`src/rtl/rrt_pkg.sv`:
```
package rrt_pkg;

  // Strobes handed from the edge/counter control to the filter datapath.
  typedef struct packed {
    logic update;   // a complete, trusted period is on the count bus
    logic preload;  // load the accumulator directly instead of filtering
  } rrtStrobe_t;

endpackage

```
`src/rtl/rrt_edge_counter.sv`:
```
module rrt_edge_counter
  import rrt_pkg::*;
#(
  parameter int CNT_W = 12
) (
  input  logic             clk,
  input  logic             rstN,
  input  logic             inClk,
  output rrtStrobe_t       strobes,
  output logic [CNT_W-1:0] periodCount,
  output logic             saturated
);

  localparam logic [CNT_W-1:0] CNT_MAX = '1;
  localparam logic [CNT_W-1:0] CNT_ONE = CNT_W'(1);
  localparam int SYNC_LEN = 3;

  // syncQ[0] and syncQ[1] form the synchroniser; syncQ[2] is the edge history.
  // Resetting to ones means a level that is already high is not an edge.
  logic [SYNC_LEN-1:0] syncQ;
  logic                riseSeen;
  logic                armed;
  logic                primed;
  logic [CNT_W-1:0]    cntQ;

  always_ff @(posedge clk) begin
    if (!rstN) syncQ <= '1;
    else       syncQ <= {syncQ[SYNC_LEN-2:0], inClk};
  end

  assign riseSeen  = syncQ[SYNC_LEN-2] & ~syncQ[SYNC_LEN-1];
  assign saturated = (cntQ == CNT_MAX);

  always_ff @(posedge clk) begin
    if (!rstN) begin
      cntQ   <= '0;
      armed  <= 1'b0;
      primed <= 1'b0;
    end else if (riseSeen) begin
      cntQ  <= CNT_ONE;
      armed <= 1'b1;
      if (armed && !saturated) primed <= 1'b1;
    end else if (saturated) begin
      armed  <= 1'b0;
      primed <= 1'b0;
    end else begin
      cntQ <= cntQ + CNT_ONE;
    end
  end

  always_comb begin
    strobes.update  = riseSeen & armed & ~saturated;
    strobes.preload = ~primed;
  end

  assign periodCount = cntQ;

endmodule

```
`src/rtl/rrt_iir_filter.sv`:
```
module rrt_iir_filter
  import rrt_pkg::*;
#(
  parameter int CNT_W  = 12,
  parameter int FRAC_W = 16
) (
  input  logic                    clk,
  input  logic                    rstN,
  input  rrtStrobe_t              strobes,
  input  logic [CNT_W-1:0]        periodCount,
  input  logic [3:0]              bwShift,
  output logic [CNT_W+FRAC_W-1:0] ratio,
  output logic                    ratioValid
);

  localparam int ACC_W = CNT_W + FRAC_W;

  logic [ACC_W-1:0]      accQ;
  logic [ACC_W-1:0]      target;
  logic [ACC_W-1:0]      accNext;
  logic signed [ACC_W:0] diff;
  logic signed [ACC_W:0] step;
  logic signed [ACC_W:0] sum;
  logic                  validQ;

  assign target = {periodCount, {FRAC_W{1'b0}}};

  always_comb begin
    diff    = $signed({1'b0, target}) - $signed({1'b0, accQ});
    step    = diff >>> bwShift;
    sum     = $signed({1'b0, accQ}) + step;
    accNext = ACC_W'(sum);
  end

  always_ff @(posedge clk) begin
    if (!rstN) begin
      accQ   <= '0;
      validQ <= 1'b0;
    end else begin
      validQ <= strobes.update;
      if (strobes.update) accQ <= strobes.preload ? target : accNext;
    end
  end

  assign ratio      = accQ;
  assign ratioValid = validQ;

endmodule

```
`src/rtl/rate_ratio_tracker.sv`:
```
module rate_ratio_tracker
  import rrt_pkg::*;
#(
  parameter int CNT_W  = 12,
  parameter int FRAC_W = 16
) (
  input  logic                    refClk,
  input  logic                    rstN,
  input  logic                    inClk,
  input  logic [3:0]              bwShift,
  output logic [CNT_W+FRAC_W-1:0] ratio,
  output logic                    ratioValid,
  output logic                    noInput
);

  rrtStrobe_t       strobes;
  logic [CNT_W-1:0] periodCount;

  rrt_edge_counter #(.CNT_W(CNT_W)) u_ctrl (
    .clk        (refClk),
    .rstN       (rstN),
    .inClk      (inClk),
    .strobes    (strobes),
    .periodCount(periodCount),
    .saturated  (noInput)
  );

  rrt_iir_filter #(.CNT_W(CNT_W), .FRAC_W(FRAC_W)) u_filt (
    .clk        (refClk),
    .rstN       (rstN),
    .strobes    (strobes),
    .periodCount(periodCount),
    .bwShift    (bwShift),
    .ratio      (ratio),
    .ratioValid (ratioValid)
  );

endmodule

```
`config.mk`:
```
export PLATFORM = sky130hd
export DESIGN_NAME = rate_ratio_tracker
export DESIGN_NICKNAME = d
export VERILOG_FILES = /design/src/rtl/rrt_pkg.sv /design/src/rtl/rrt_edge_counter.sv /design/src/rtl/rrt_iir_filter.sv /design/src/rtl/rate_ratio_tracker.sv
export SDC_FILE = /design/constraint.sdc
export NUM_CORES = 1
export LEC_CHECK = 0
export BUFFER_PORTS_ARGS = -buffer_cell sky130_fd_sc_hd__buf_2
export CORE_UTILIZATION = 50
export DETAILED_ROUTE_END_ITERATION = 10
export PLACE_DENSITY = 0.68
export SYNTH_ARGS = -nofsm -noshare
export SYNTH_HDL_FRONTEND = slang
export SYNTH_SLANG_ARGS = --single-unit
```
`constraint.sdc`:
```
create_clock -name refClk -period 11.3 [get_ports refClk]
set_input_delay 0.565 -clock refClk [delete_from_list [all_inputs] [get_ports refClk]]
set_output_delay 0.565 -clock refClk [all_outputs]
set_load 0.05 [all_outputs]
```
[Yosys cells after proc, flatten, opt, wreduce, memory -nomap -nowiden]
Index checks and enable logic that the tools add are counted.
Operators by class
  add/subtract/negate cells: 3
  multiply operators: 0
  divide/modulo/power cells: 0
  magnitude comparators: 0
  equality and inequality tests: 3
  shift-type cells: 1
  mux-type cells: 7
  bitwise logic cells: 6
  reduce and logical (&&, ||, !) cells: 5
Operator list (count)
  >>> shifter 29 x 4 -> 28 bit: 1
  subtractor 28 x 28 -> 29 bit: 1
  adder 28 bit: 1
  2-to-1 mux 28 bit: 1
  adder 12 x 1 -> 12 bit, second input constant: 1
  == test 12 bit, second input constant: 1
  2-to-1 mux 1 bit: 6
  != test 2 bit, second input constant: 2
  AND 1 bit: 3
  NOT 1 bit: 3
  AND reduction 2 bit: 1
  nonzero test 2 bit: 1
  OR reduction 2 bit: 1
  logical AND 1 bit: 1
  zero test 1 bit: 1
Word-level totals
  register bits after elaboration: 46
  latch bits: 0
  RAM bits: 0
  ROM bits: 0
  bits of input ports: 7
  output and inout port bits: 30
  logic and storage cells: 32
  memories: 0

[Depth between registers and ports, before layout]
Gate-level depths: netlist (run 1).
  depth in word-level cells: 5
  depth in mapped cells: 26
  depth with buffers taken out: 25

[Cells and area by module]
From an unflattened synthesis (run 1), not the netlist that was laid out.
Second synthesis, totals
  cell total of the unflattened synthesis: 779
  area, all modules: 5685.5 um2
By module, submodules not included
  rrt_iir_filter: times used 1, cells each 690, area an instance 4907.2 um2, sequential area each 580.6 um2
  rrt_edge_counter: times used 1, cells each 89, area an instance 778.2 um2, sequential area each 340.3 um2

[Worst setup path after synthesis (run 1)]
Ideal clock, no wire load.
  path kind: register to register
  from: register u_filt.accQ[20], in the netlist u_filt.ratio[20]
  to: register u_filt.accQ[26], in the netlist u_filt.ratio[26]
  setup time: 59 ps
  arrival time: 5159 ps
  required time: 11241 ps
  slack: 6082 ps
  cell stages (with the launch flop): 22
  buffers on the path: 0
  clock period less this slack: 5218 ps
  path through: dfxtp_1 -> inv_1 -> ha_1 -> a21o_1 -> a21o_1 -> a221o_1 -> or2_4 -> a221oi_2 -> xnor2_1 -> mux4_2 -> nand2_1 -> o211ai_1 -> a21boi_1 -> ha_1 -> and3_1 -> nand3_1 -> o211ai_1 -> a41o_1 -> a21oi_1 -> o21ai_0 -> a2111oi_0 -> o221a_2
On the way
  word-level cells in the longest chain between the ends: 4
Ends and longest elaborated chain
  start: declaration: RTL line rrt_iir_filter.sv:18  | logic [ACC_W-1:0] accQ;
  start signal: assignment: RTL line rrt_iir_filter.sv:41  | if (strobes.update) accQ <= strobes.preload ? target : accNext;
  subtractor 28 x 28 -> 29 bit: RTL line rrt_iir_filter.sv:29  | diff = $signed({1'b0, target}) - $signed({1'b0, accQ});
  >>> shifter 29 x 4 -> 28 bit: RTL line rrt_iir_filter.sv:30  | step = diff >>> bwShift;
  adder 28 bit *: RTL line rrt_iir_filter.sv:31  | sum = $signed({1'b0, accQ}) + step;
  2-to-1 mux 28 bit *: RTL line rrt_iir_filter.sv:41
Every way passes the cells marked *; elsewhere a longest branch is shown, timed or not.
A chain may end at the register's enable or synchronous reset.

[Final worst setup path (run 1)]
  from: register u_filt.accQ[1], in the netlist u_filt.ratio[1]
  to: register u_filt.accQ[26], in the netlist u_filt.ratio[26]
Same word-level chain as after synthesis.

==> results of run 1 <==
flip-flops by register name, summed over array words and instances, names as in the netlist:
register	cells
u_filt.ratio	28
u_ctrl.periodCount	12
u_ctrl.syncQ	3
u_ctrl.armed	1
u_ctrl.primed	1
u_filt.ratioValid	1
power by group through the flow:
| stage | Combinational [mW] | Sequential (mW) | Clock, mW |
|---|---|---|---|
| 2_1_floorplan | 0.139 | 0.169 | 0 |
| 6_report | 0.180 | 0.166 | 0.124 |
| 3_5_place_dp | 0.175 | 0.170 | 0 |
| 5_1_grt | 0.196 | 0.166 | 0.134 |
| 4_1_cts | 0.176 | 0.166 | 0.126 |
| 3_3_place_gp | 0.173 | 0.170 | 0 |
logic make-up (layout without fill, tap and decap cells):
family	count (synthesis)	after routing	share of synthesized area [%]
XOR/XNOR	48	48	7.67
buffers and inverters	74	74	5.07
multiplexers	49	49	10.1
flip-flops	46	46	16.8
AO/OA/AOI/OAI	260	260	30.4
adder cells (fa/ha/maj)	44	44	10.2
AND/OR/NAND/NOR	219	219	19.9
per-stage QoR:
step	power [mW]	hold WS (ns)	utilization [%]	cell area, um^2
after floorplan	0.308	0.386	-	5480
after global placement	0.343	0.400	54.2	5670
after detailed placement	0.345	0.407	54.2	5670
after CTS	0.468	0.431	55.3	5780
after global routing	0.497	0.436	55.3	5780
final	0.469	0.425	55.3	5780
per-layer routing:
layer | part of all wire [%] | vias up
met3 | 7.5 | 21
met5 | 0 | -
met4 | 1.4 | 0
met1 | 47 | 2593
met2 | 44 | 194
li1 | - | 2729
cell type report:
type                       count  share of cell area (%)
sequential                    46                    15.9
inverter                      28                    1.82
tap                          136                    2.94
timing repair buffer          38                    3.37
clock buffer                   6                    1.25
multi-input combinational    620                    74.0
clock inverter                 2                   0.649
worst paths after layout:
| check | depth (start not counted) | slack (ns) | endpoint |
|---|---|---|---|
| setup / recovery | 24 | 5.61 | u_filt.ratio[26] |
| hold / removal | 1 | 0.43 | u_ctrl.syncQ[1] |
| setup reg to reg | 24 | 5.61 | u_filt.ratio[26] |
| hold reg to reg | 1 | 0.43 | u_ctrl.syncQ[1] |
critical path, stage by stage, from the launching register on:
cell and delay [ns]:
dfxtp_1 0.39, inv_1 0.14, ha_1 0.26, nor3b_1 0.41
and2_1 0.39, a21oi_1 0.15, a31oi_1 0.19, o22ai_1 0.10
a21oi_1 0.25, mux2i_1 0.14, mux2_2 0.31, nand2_1 0.06
o21ai_0 0.11, ha_1 0.26, inv_1 0.07, fa_1 0.20
nor2b_1 0.06, o21a_1 0.17, a31o_2 0.26, a41o_1 0.26
a41o_1 0.30, a21oi_1 0.24, o21ai_0 0.22, a2111oi_0 0.44
o221a_2 0.25
layout by cell type, fill, tap and decap left out, drive strengths merged, types with 13 or more instances in the layout:
cell / synthesis / routed
nand2: 61 / 61
nor2b: 16 / 16
a211oi: 17 / 17
xnor2: 22 / 22
ha: 43 / 43
nor3: 17 / 17
inv: 26 / 26
dfxtp: 46 / 46
a21oi: 89 / 89
xor2: 26 / 26
buf: 6 / 38
o21ai: 39 / 39
a21o: 25 / 25
nand3: 14 / 14
nand2b: 14 / 14
a31oi: 13 / 13
mux2i: 36 / 36
nor2: 53 / 53
==> run metrics, run 1 <==
fmax=176 MHz; status=finished, final reports clean; Chip Width=about 110 um; FP Rows=37; Via-to-Cell Ratio=~6.3; Seq/Total Area, Yosys=16.8%; LEAKAGE=2.57 nW; antenna violations before repair=0; DRC=0; layout cells sized above 1=9.19%; Net Sw Power=around 0.17 mW; Place WS=5.73 ns; clock latency on the worst-skew pair=0.31 ns; RSZ-0062 raised after global routing=false; # diodes=0; Slew Limit Fails=0; Sequential Area=between 900 and 1000 um^2; DIE AREA=roughly 11000 um^2; core area=~10000 um^2; Syn. warnings=0; placed cell count=868; area occupied by multi-input gates=4280 um^2; Initial Util=52.4%; Final setup viols=0; CTS Buf Count=5; # hold bufs at CTS=0; Cell Count, Final, Fillers Out=876; Post-Synthesis Cells=740; Post-CTS Setup Inserts=0; antenna viol nets, final=0; WP data required=11.56 ns; share of Yosys cell area claimed by the top area cell type=16.8%; met1 usage in global routing=42.4%; maxcap violations=0; main flop type after synthesis=dfxtp_1; starting DRC count in detailed routing=428; Relative slew margins=27.6%; global route hottest layer=met2; Die Y=107 um; CP endpoint kind=register; GR Util met2=43.7%; pin count of the biggest net entering global routing=61; Filler cells=1075; synthesized area per cell=7.41 um^2; crit path from=u_filt.ratio[1]; Synth cell types=64; Sink Count=46; CP Class=reg2reg; crit path DAT=about 6.0 ns; Final Cycle Share=50.4%; Least-Margin Pin Slew=1.09 ns; H-tree levels=2; register bit total from synthesis=46; Syn Std Cell Area=5480 um^2; min Tclk post-route=5.69 ns; Min-Delay Startpoint=u_ctrl.syncQ[0]; Clk pwr share=26.4%; synth cell count leaders=89 x a21oi_1, 61 x nand2_1, 53 x nor2_1; dpl hpwl=12000 um; sw frac=35.8%; Synth area leaders=dfxtp_1 17%, ha_1 9.8%, a21oi_1 8.1%, mux2i_1 6.6%, nand2_1 4.2%; Pint=~0.3 mW; Post-synth EDFFs=0; grt total ovfl=0; GP Congestion=0.929; post-synthesis net count=between 700 and 800; most instantiated library cell after synthesis=a21oi_1; Worst Hold Class=reg2reg; CTS tree=done; reg2reg start=u_filt.ratio[1]; Fin Clk Skew=0.0118 ns; Layout Nets=790; Peak VDD IR=0.0858 mV; async set-reset flop share out of synthesis=0%; vias=5537; vias in the first global route=5201; Comb power frac=between 30% and 40%; number of port buffers=36; CP startpoint kind=register; Syn-to-layout area delta=5.52%; CP max FO=7; worst setup margin=approximately 5.6 ns; global-route wire length before repair=26000 um; CTS Buffer Depth=2; TNS Setup=0 ns; Root Buffer=clkbuf_8; GRT Overall Usage=28.7%; Routed WL=15900 um; post-synth top area cell=dfxtp_1; M3 GR Usage=2.86%; Reg clk slew, reported paths=0.09 ns; WL/cell=approximately 18 um; final hold vios=0; power share of the sequential group=35.4%; PD cells=81.1 nW/um^2; io pins=37; DRT Pass-1 Iters=5; CTS resizes=0
Power figures use the tool's default switching activity.
==> inputs of run 2 (changes only) <==
==> constraint.sdc (replaced) <==
create_clock -name refClk -period 5.3 [get_ports refClk]
set_input_delay 0.265 -clock refClk [delete_from_list [all_inputs] [get_ports refClk]]
set_output_delay 0.265 -clock refClk [all_outputs]
set_load 0.05 [all_outputs]
==> run 2 against run 1 <==
Compared with the run above: clock skew barely moved; final cell count up 5.4%; via count up 4.1%; utilization increased by 4.7 points; count of clock-buffer cells in the layout is the same; worst setup slack worse by 5.4 ns; wire length increased by 5.3%; critical path depth is 1 lower; worst hold slack lost 0.29 ns; die area unchanged.
==> run metrics, run 2 (synthesis gave the netlist of run 1 again) <==
GP Congestion=0.921 (-0.82%); DIE AREA=11400 um^2 (unchanged); hold endpoint=u_ctrl.syncQ[0]; FF-to-FF path depth=23 (-4.2%); antenna violations before repair=0 (unchanged); Routed WL=16800 um (+5.3%); Sink Count=46 (unchanged); pin count of the biggest net entering global routing=38 (-38%); # diodes=0 (unchanged); core area=10500 um^2 (unchanged); most frequent cells in the layout=80 x a21oi_1, 61 x nand2_1, 53 x nor2_1; DRT Pass-1 Iters=5 (unchanged); hold path depth=2 (+1); CTS Buf Count=5 (unchanged); CP max FO=5 (-2); Syn-to-layout area delta=14.4%; WL/cell=18.2 um (about the same); GRT Overall Usage=29.6% (+0.90 points); Min-Delay Startpoint=inClk; Die Y=107 um (unchanged); commonest non-fill, non-tap cell in the layout=a21oi_1; TNS Setup=0 ns (unchanged); maxcap violations=0 (unchanged); clock latency on the worst-skew pair=0.31 ns (about the same); Sequential Area=927 um^2 (+0.68%); Final setup viols=0 (unchanged); DRC=0 (unchanged); starting DRC count in detailed routing=445 (+4.0%); number of port buffers=36 (unchanged); dpl hpwl=12800 um (+6.4%); fmax=197 MHz (+12%); vias=5764 (+4.1%); CP startpoint kind=register; grt total ovfl=0 (unchanged); H-tree levels=2 (unchanged); Peak VDD IR=0.144 mV (+68%); status=finished, final reports clean; CTS Buffer Depth=2 (unchanged); reg2reg start=u_filt.ratio[18]; final hold vios=0 (unchanged); CTS tree=done; min Tclk post-route=5.07 ns (-0.620 ns); Layout Utilization=60.0% (+4.7 points); critical path cell sequence=inv_1 -> ha_2 -> and4b_1 -> nand4_1 -> o21bai_1 -> a41oi_1 -> xnor2_1 -> buf_4 -> mux2i_1 -> and2_1 -> a211oi_2 -> a21oi_1 -> mux2i_1 -> ha_1 -> and4_4 -> a21oi_1 -> o21ai_0 -> o21ai_1 -> o211a_1 -> nor3_4 -> a311oi_2 -> xnor2_1 -> o21ai_0; io pins=37 (unchanged); Least-Margin Pin Slew=0.955 ns (-0.131 ns); Relative slew margins=36.1% (+8.5 points); PD cells=163 nW/um^2 (+100%); area occupied by multi-input gates=4440 um^2 (+3.6%); # hold bufs at CTS=0 (unchanged); Place WS=0.0154 ns (-5.71 ns); slowest stage delay, CP=0.36 ns (-0.08 ns); worst setup margin=0.229 ns (-5.38 ns); Layout Nets=838 (+6.1%); Fin Clk Skew=0.0114 ns (-0.000386 ns); crit path DAT=5.26 ns (-0.69 ns); Reg clk slew, reported paths=0.08 ns (about the same); Reg2Reg Setup Slack=0.23 ns (-5.38 ns); worst r2r dst=u_filt.ratio[27]; LEAKAGE=2.83 nW (+9.8%); Chip Width=107 um (unchanged); FP Rows=37 (unchanged); CP endpoint kind=register; Via-to-Cell Ratio=6.24 (-1.2%); number of flip-flops in the largest register=28 (unchanged); Slew Limit Fails=0 (unchanged); Final Cycle Share=95.7% (+45 points); Initial Util=52.4% (unchanged); CP max-delay cell=dfxtp_2; Worst Hold Class=in2reg; layout cells sized above 1=19.1% (+9.9 points); WP data required=5.49 ns (-6.07 ns); Hold Worst Slack=0.140 ns (-0.285 ns); Root Buffer=clkbuf_8; antenna viol nets, final=0 (unchanged); vias in the first global route=5219 (+0.35%); global-route wire length before repair=26800 um (+3.2%); CP Class=reg2reg; Filler cells=1000 (-7.0%)
[run 2: cell type report]
type	instances	area share (%)
multi-input combinational	620	70.7
sequential	46	14.8
timing repair buffer	86	8.86
tap	136	2.71
inverter	28	1.68
clock buffer	6	1.16
clock inverter	1	0.120
[run 2: worst max path at each step]
stage                           startpoint          endpoint  depth (start not counted)
after global routing      u_filt.ratio[18]  u_filt.ratio[20]                         22
final                     u_filt.ratio[18]  u_filt.ratio[27]                         23
after global placement    u_filt.ratio[18]  u_filt.ratio[27]                         22
after floorplan           u_filt.ratio[20]  u_filt.ratio[26]                         21
after detailed placement  u_filt.ratio[18]  u_filt.ratio[27]                         22
after CTS                 u_filt.ratio[18]  u_filt.ratio[27]                         22
[run 2: what timing repair did]
action                     4_1_cts  5_1_grt
gates resized for setup          1       45
setup endpoints to repair        1       12
pin swaps                        0       10
cloned                           0        0
setup buffers                    0        8
[run 2: routing by layer]
metal	vias to the layer above	GRT usage, %	part of all wire [%]
li1	2817	-	-
met1	2716	43.8	47
met2	213	45.4	44
met3	18	3.77	8.5
met4	0	6.56	1.2
met5	-	0	0
[run 2: metrics by stage]
step | cell area [um^2] | std cells | power [mW]
after floorplan | 5480 | 740 | 0.658
after global placement | 5970 | 908 | 0.752
after detailed placement | 5970 | 908 | 0.757
after CTS | 6060 | 915 | 0.972
after global routing | 6270 | 923 | 1.07
final | 6270 | 923 | 1.02
[run 2: power by group]
| part | internal [mW] | switching [mW] |
|---|---|---|
| combinational | 0.190 | 0.266 |
| sequential | 0.349 | 0.00191 |
| clock | 0.0908 | 0.125 |
| total | 0.629 | 0.393 |
[run 2: worst max-delay path, delay by kind of cell, from the launching register on]
kind	cells	cell delay, ns
XOR/XNOR	2	0.48
adder cells (fa/ha/maj)	2	0.68
AND/OR/NAND/NOR	5	0.99
multiplexers	2	0.34
flip-flops	1	0.36
AO/OA/AOI/OAI	10	1.88
buffers and inverters	2	0.22
==> inputs of run 3 (changes only) <==
--- a/config.mk
+++ b/config.mk
@@ -7,7 +7,9 @@
 export LEC_CHECK = 0
 export BUFFER_PORTS_ARGS = -buffer_cell sky130_fd_sc_hd__buf_2
 export CORE_UTILIZATION = 50
+export CTS_BUF_LIST = sky130_fd_sc_hd__clkbuf_16
 export DETAILED_ROUTE_END_ITERATION = 10
+export GPL_ROUTABILITY_DRIVEN = 0
 export PLACE_DENSITY = 0.68
 export SYNTH_ARGS = -nofsm -noshare
 export SYNTH_HDL_FRONTEND = slang
==> run 3 against run 2 <==
Compared with the run above: total power increased by 6.1%; wire length is 1.7% higher; die area did not move; clock skew down 0.0066 ns; final area decreased by 0.58%; first-iteration DRC count increased by 14%; fmax shrank 1.8%; critical path type unchanged.
==> run metrics, run 3 (synthesis gave the netlist of run 1 again) <==
fmax=194 MHz (-1.8%); number of port buffers=36 (unchanged); Least-Margin Pin Slew=0.916 ns (-0.0388 ns); Comb power frac=39.9% (-4.7 points); CTS Buf Count=5 (unchanged); Layout Nets=836 (-0.24%); CP max-delay cell=mux4_2; Slew Limit Fails=0 (unchanged); CTS Buffer Depth=2 (unchanged); Clk pwr share=27.8% (+6.7 points); placed cell count=909 (+0.11%); vias in the first global route=5295 (+1.5%); CTS tree=done; CP max FO=6 (+1); core area=10500 um^2 (unchanged); status=finished, final reports clean; CP startpoint kind=register; WP buf/inv=1 (-1); sw frac=35.7% (-2.7 points); WP data required=5.53 ns (+0.04 ns); Initial Util=52.4% (unchanged); Via-to-Cell Ratio=6.33 (+1.4%); kind of cell adding the most delay to the critical path=compound AO/OA/AOI/OAI gates; RSZ-0062 raised after global routing=true; global-route wire length before repair=27000 um (+0.69%); io pins=37 (unchanged); critical path cell sequence=inv_1 -> ha_1 -> a21o_1 -> a21o_1 -> a221o_1 -> or2_4 -> a221oi_4 -> xnor2_2 -> mux4_2 -> mux2i_1 -> mux2i_1 -> ha_2 -> and3_4 -> nand3_1 -> o211ai_1 -> a41o_1 -> a21oi_1 -> o21ai_2 -> nand2_1 -> o311ai_0 -> o221a_2; Min-Delay Startpoint=inClk; Net Sw Power=0.388 mW (-1.3%); commonest non-fill, non-tap cell in the layout=a21oi_1; Routed WL=17100 um (+1.7%); Die Y=107 um (unchanged); pin count of the biggest net entering global routing=38 (unchanged); PD cells=174 nW/um^2 (+6.8%); Final setup viols=0 (unchanged); Layout Utilization=59.6% (-0.35 points); most frequent cells in the layout=86 x a21oi_1, 60 x nand2_1, 53 x nor2_1; Syn-to-layout area delta=13.8%; WL met2=7670 um (+4.5%); GRT Overall Usage=29.6% (about the same); DIE AREA=11400 um^2 (unchanged); antenna viol nets, final=0 (unchanged); Final Cycle Share=97.4% (+1.7 points); top layer in use=met4; # hold bufs at CTS=0 (unchanged); Filler cells=1027 (+2.7%); met3 routed WL=1270 um (-10%); Reg clk slew, reported paths=0.07 ns (about the same); crit path from=u_filt.ratio[19]; final hold vios=0 (unchanged); dpl hpwl=12900 um (+1.1%); LEAKAGE=2.84 nW (+0.40%); number of flip-flops in the largest register=28 (unchanged); grt total ovfl=0 (unchanged); min Tclk post-route=5.16 ns (+0.0904 ns); maxcap violations=0 (unchanged); clock latency on the worst-skew pair=0.28 ns (-0.03 ns); Pint=0.697 mW (+11%); WL/cell=18.5 um (+1.9%); Cell Count, Final, Fillers Out=921 (-0.22%); CP Class=reg2reg; layout cells sized above 1=17.1% (-2.0 points); # diodes=0 (unchanged); DRC=0 (unchanged); Relative slew margins=38.9% (+2.8 points); H-tree levels=2 (unchanged); Peak VDD IR=0.185 mV (+29%); vias=5832 (+1.2%); DRT Pass-1 Iters=7 (+2); CP endpoint kind=register; Root Buffer=clkbuf_16; Sequential Area=927 um^2 (unchanged); Sink Count=46 (unchanged); slowest stage delay, CP=0.55 ns (+0.19 ns); Fin Clk Skew=0.00487 ns (-0.00656 ns); Chip Width=107 um (unchanged); crit path DAT=5.39 ns (+0.13 ns); reg2reg start=u_filt.ratio[19]; area occupied by multi-input gates=4360 um^2 (-1.7%); FP Rows=37 (unchanged); Worst Hold Class=in2reg; power share of the sequential group=32.3% (-2.0 points); starting DRC count in detailed routing=508 (+14%); antenna violations before repair=0 (unchanged); M1 WL=7860 um (+0.37%)
## run 3: cell types whose count changed in the layout (fill, tap and decap cells not counted), sizes merged
cell    delta
inv        +1
buf        -2
clkbuf     -1
## run 3: worst register-to-register path: stages (launching register included)
cell and delay (ns):
dfxtp_2 0.38, inv_1 0.06, ha_1 0.22, a21o_1 0.19
a21o_1 0.18, a221o_1 0.39, or2_4 0.27, a221oi_4 0.29
xnor2_2 0.16, mux4_2 0.55, mux2i_1 0.21, mux2i_1 0.14
ha_2 0.43, and3_4 0.20, nand3_1 0.09, o211ai_1 0.11
a41o_1 0.16, a21oi_1 0.11, o21ai_2 0.21, nand2_1 0.08
o311ai_0 0.41, o221a_2 0.28
## run 3: metrics by stage
stage	power [mW]	setup slack [ns]	hold slack, ns	setup TNS [ns]	cell area, um^2
floorplan	0.658	0.0817	0.366	0	5480
global placement	0.748	0.00804	0.412	0	5980
detailed placement	0.755	-0.0145	0.400	-0.0145	5980
CTS	1.06	0.0184	0.160	0	6120
global route	1.14	-0.0138	0.171	-0.0207	6240
finish	1.09	0.139	0.164	0	6240
## run 3: power groups by stage
stage	combinational [mW]	clock [mW]	sequential, mW
floorplan	0.297	0	0.361
global placement	0.390	0	0.359
detailed placement	0.397	0	0.359
CTS	0.400	0.306	0.351
global route	0.466	0.318	0.351
finish	0.433	0.302	0.351
## run 3: timing repair
| action | 4_1_cts | 5_1_grt |
|---|---|---|
| endpoints found under the setup margin | 1 | 13 |
| gates resized for setup | 1 | 29 |
| setup buffers | 0 | 5 |
| pin swaps | 0 | 8 |
## run 3: routing by layer
metal / global-route usage, % / vias to the layer above
li1: - / 2799
met1: 43.1 / 2782
met2: 46.9 / 228
met3: 3.59 / 23
met4: 5.38 / 0
met5: 0 / -
## run 3: layout make-up
type / count / area share, %
Multi-Input combinational cell: 620 / 69.9
Clock buffer: 5 / 2.01
Inverter: 28 / 1.69
Sequential cell: 46 / 14.9
Timing Repair Buffer: 84 / 8.67
Tap cell: 136 / 2.73
Clock inverter: 2 / 0.181
## run 3: path summary, 6_finish.rpt
kind / endpoint / slack (ns) / depth (start not counted)
max: u_filt.ratio[26] / 0.14 / 21
max reg2reg: u_filt.ratio[26] / 0.14 / 21
min reg2reg: u_ctrl.syncQ[1] / 0.42 / 1
min: u_ctrl.syncQ[0] / 0.16 / 2
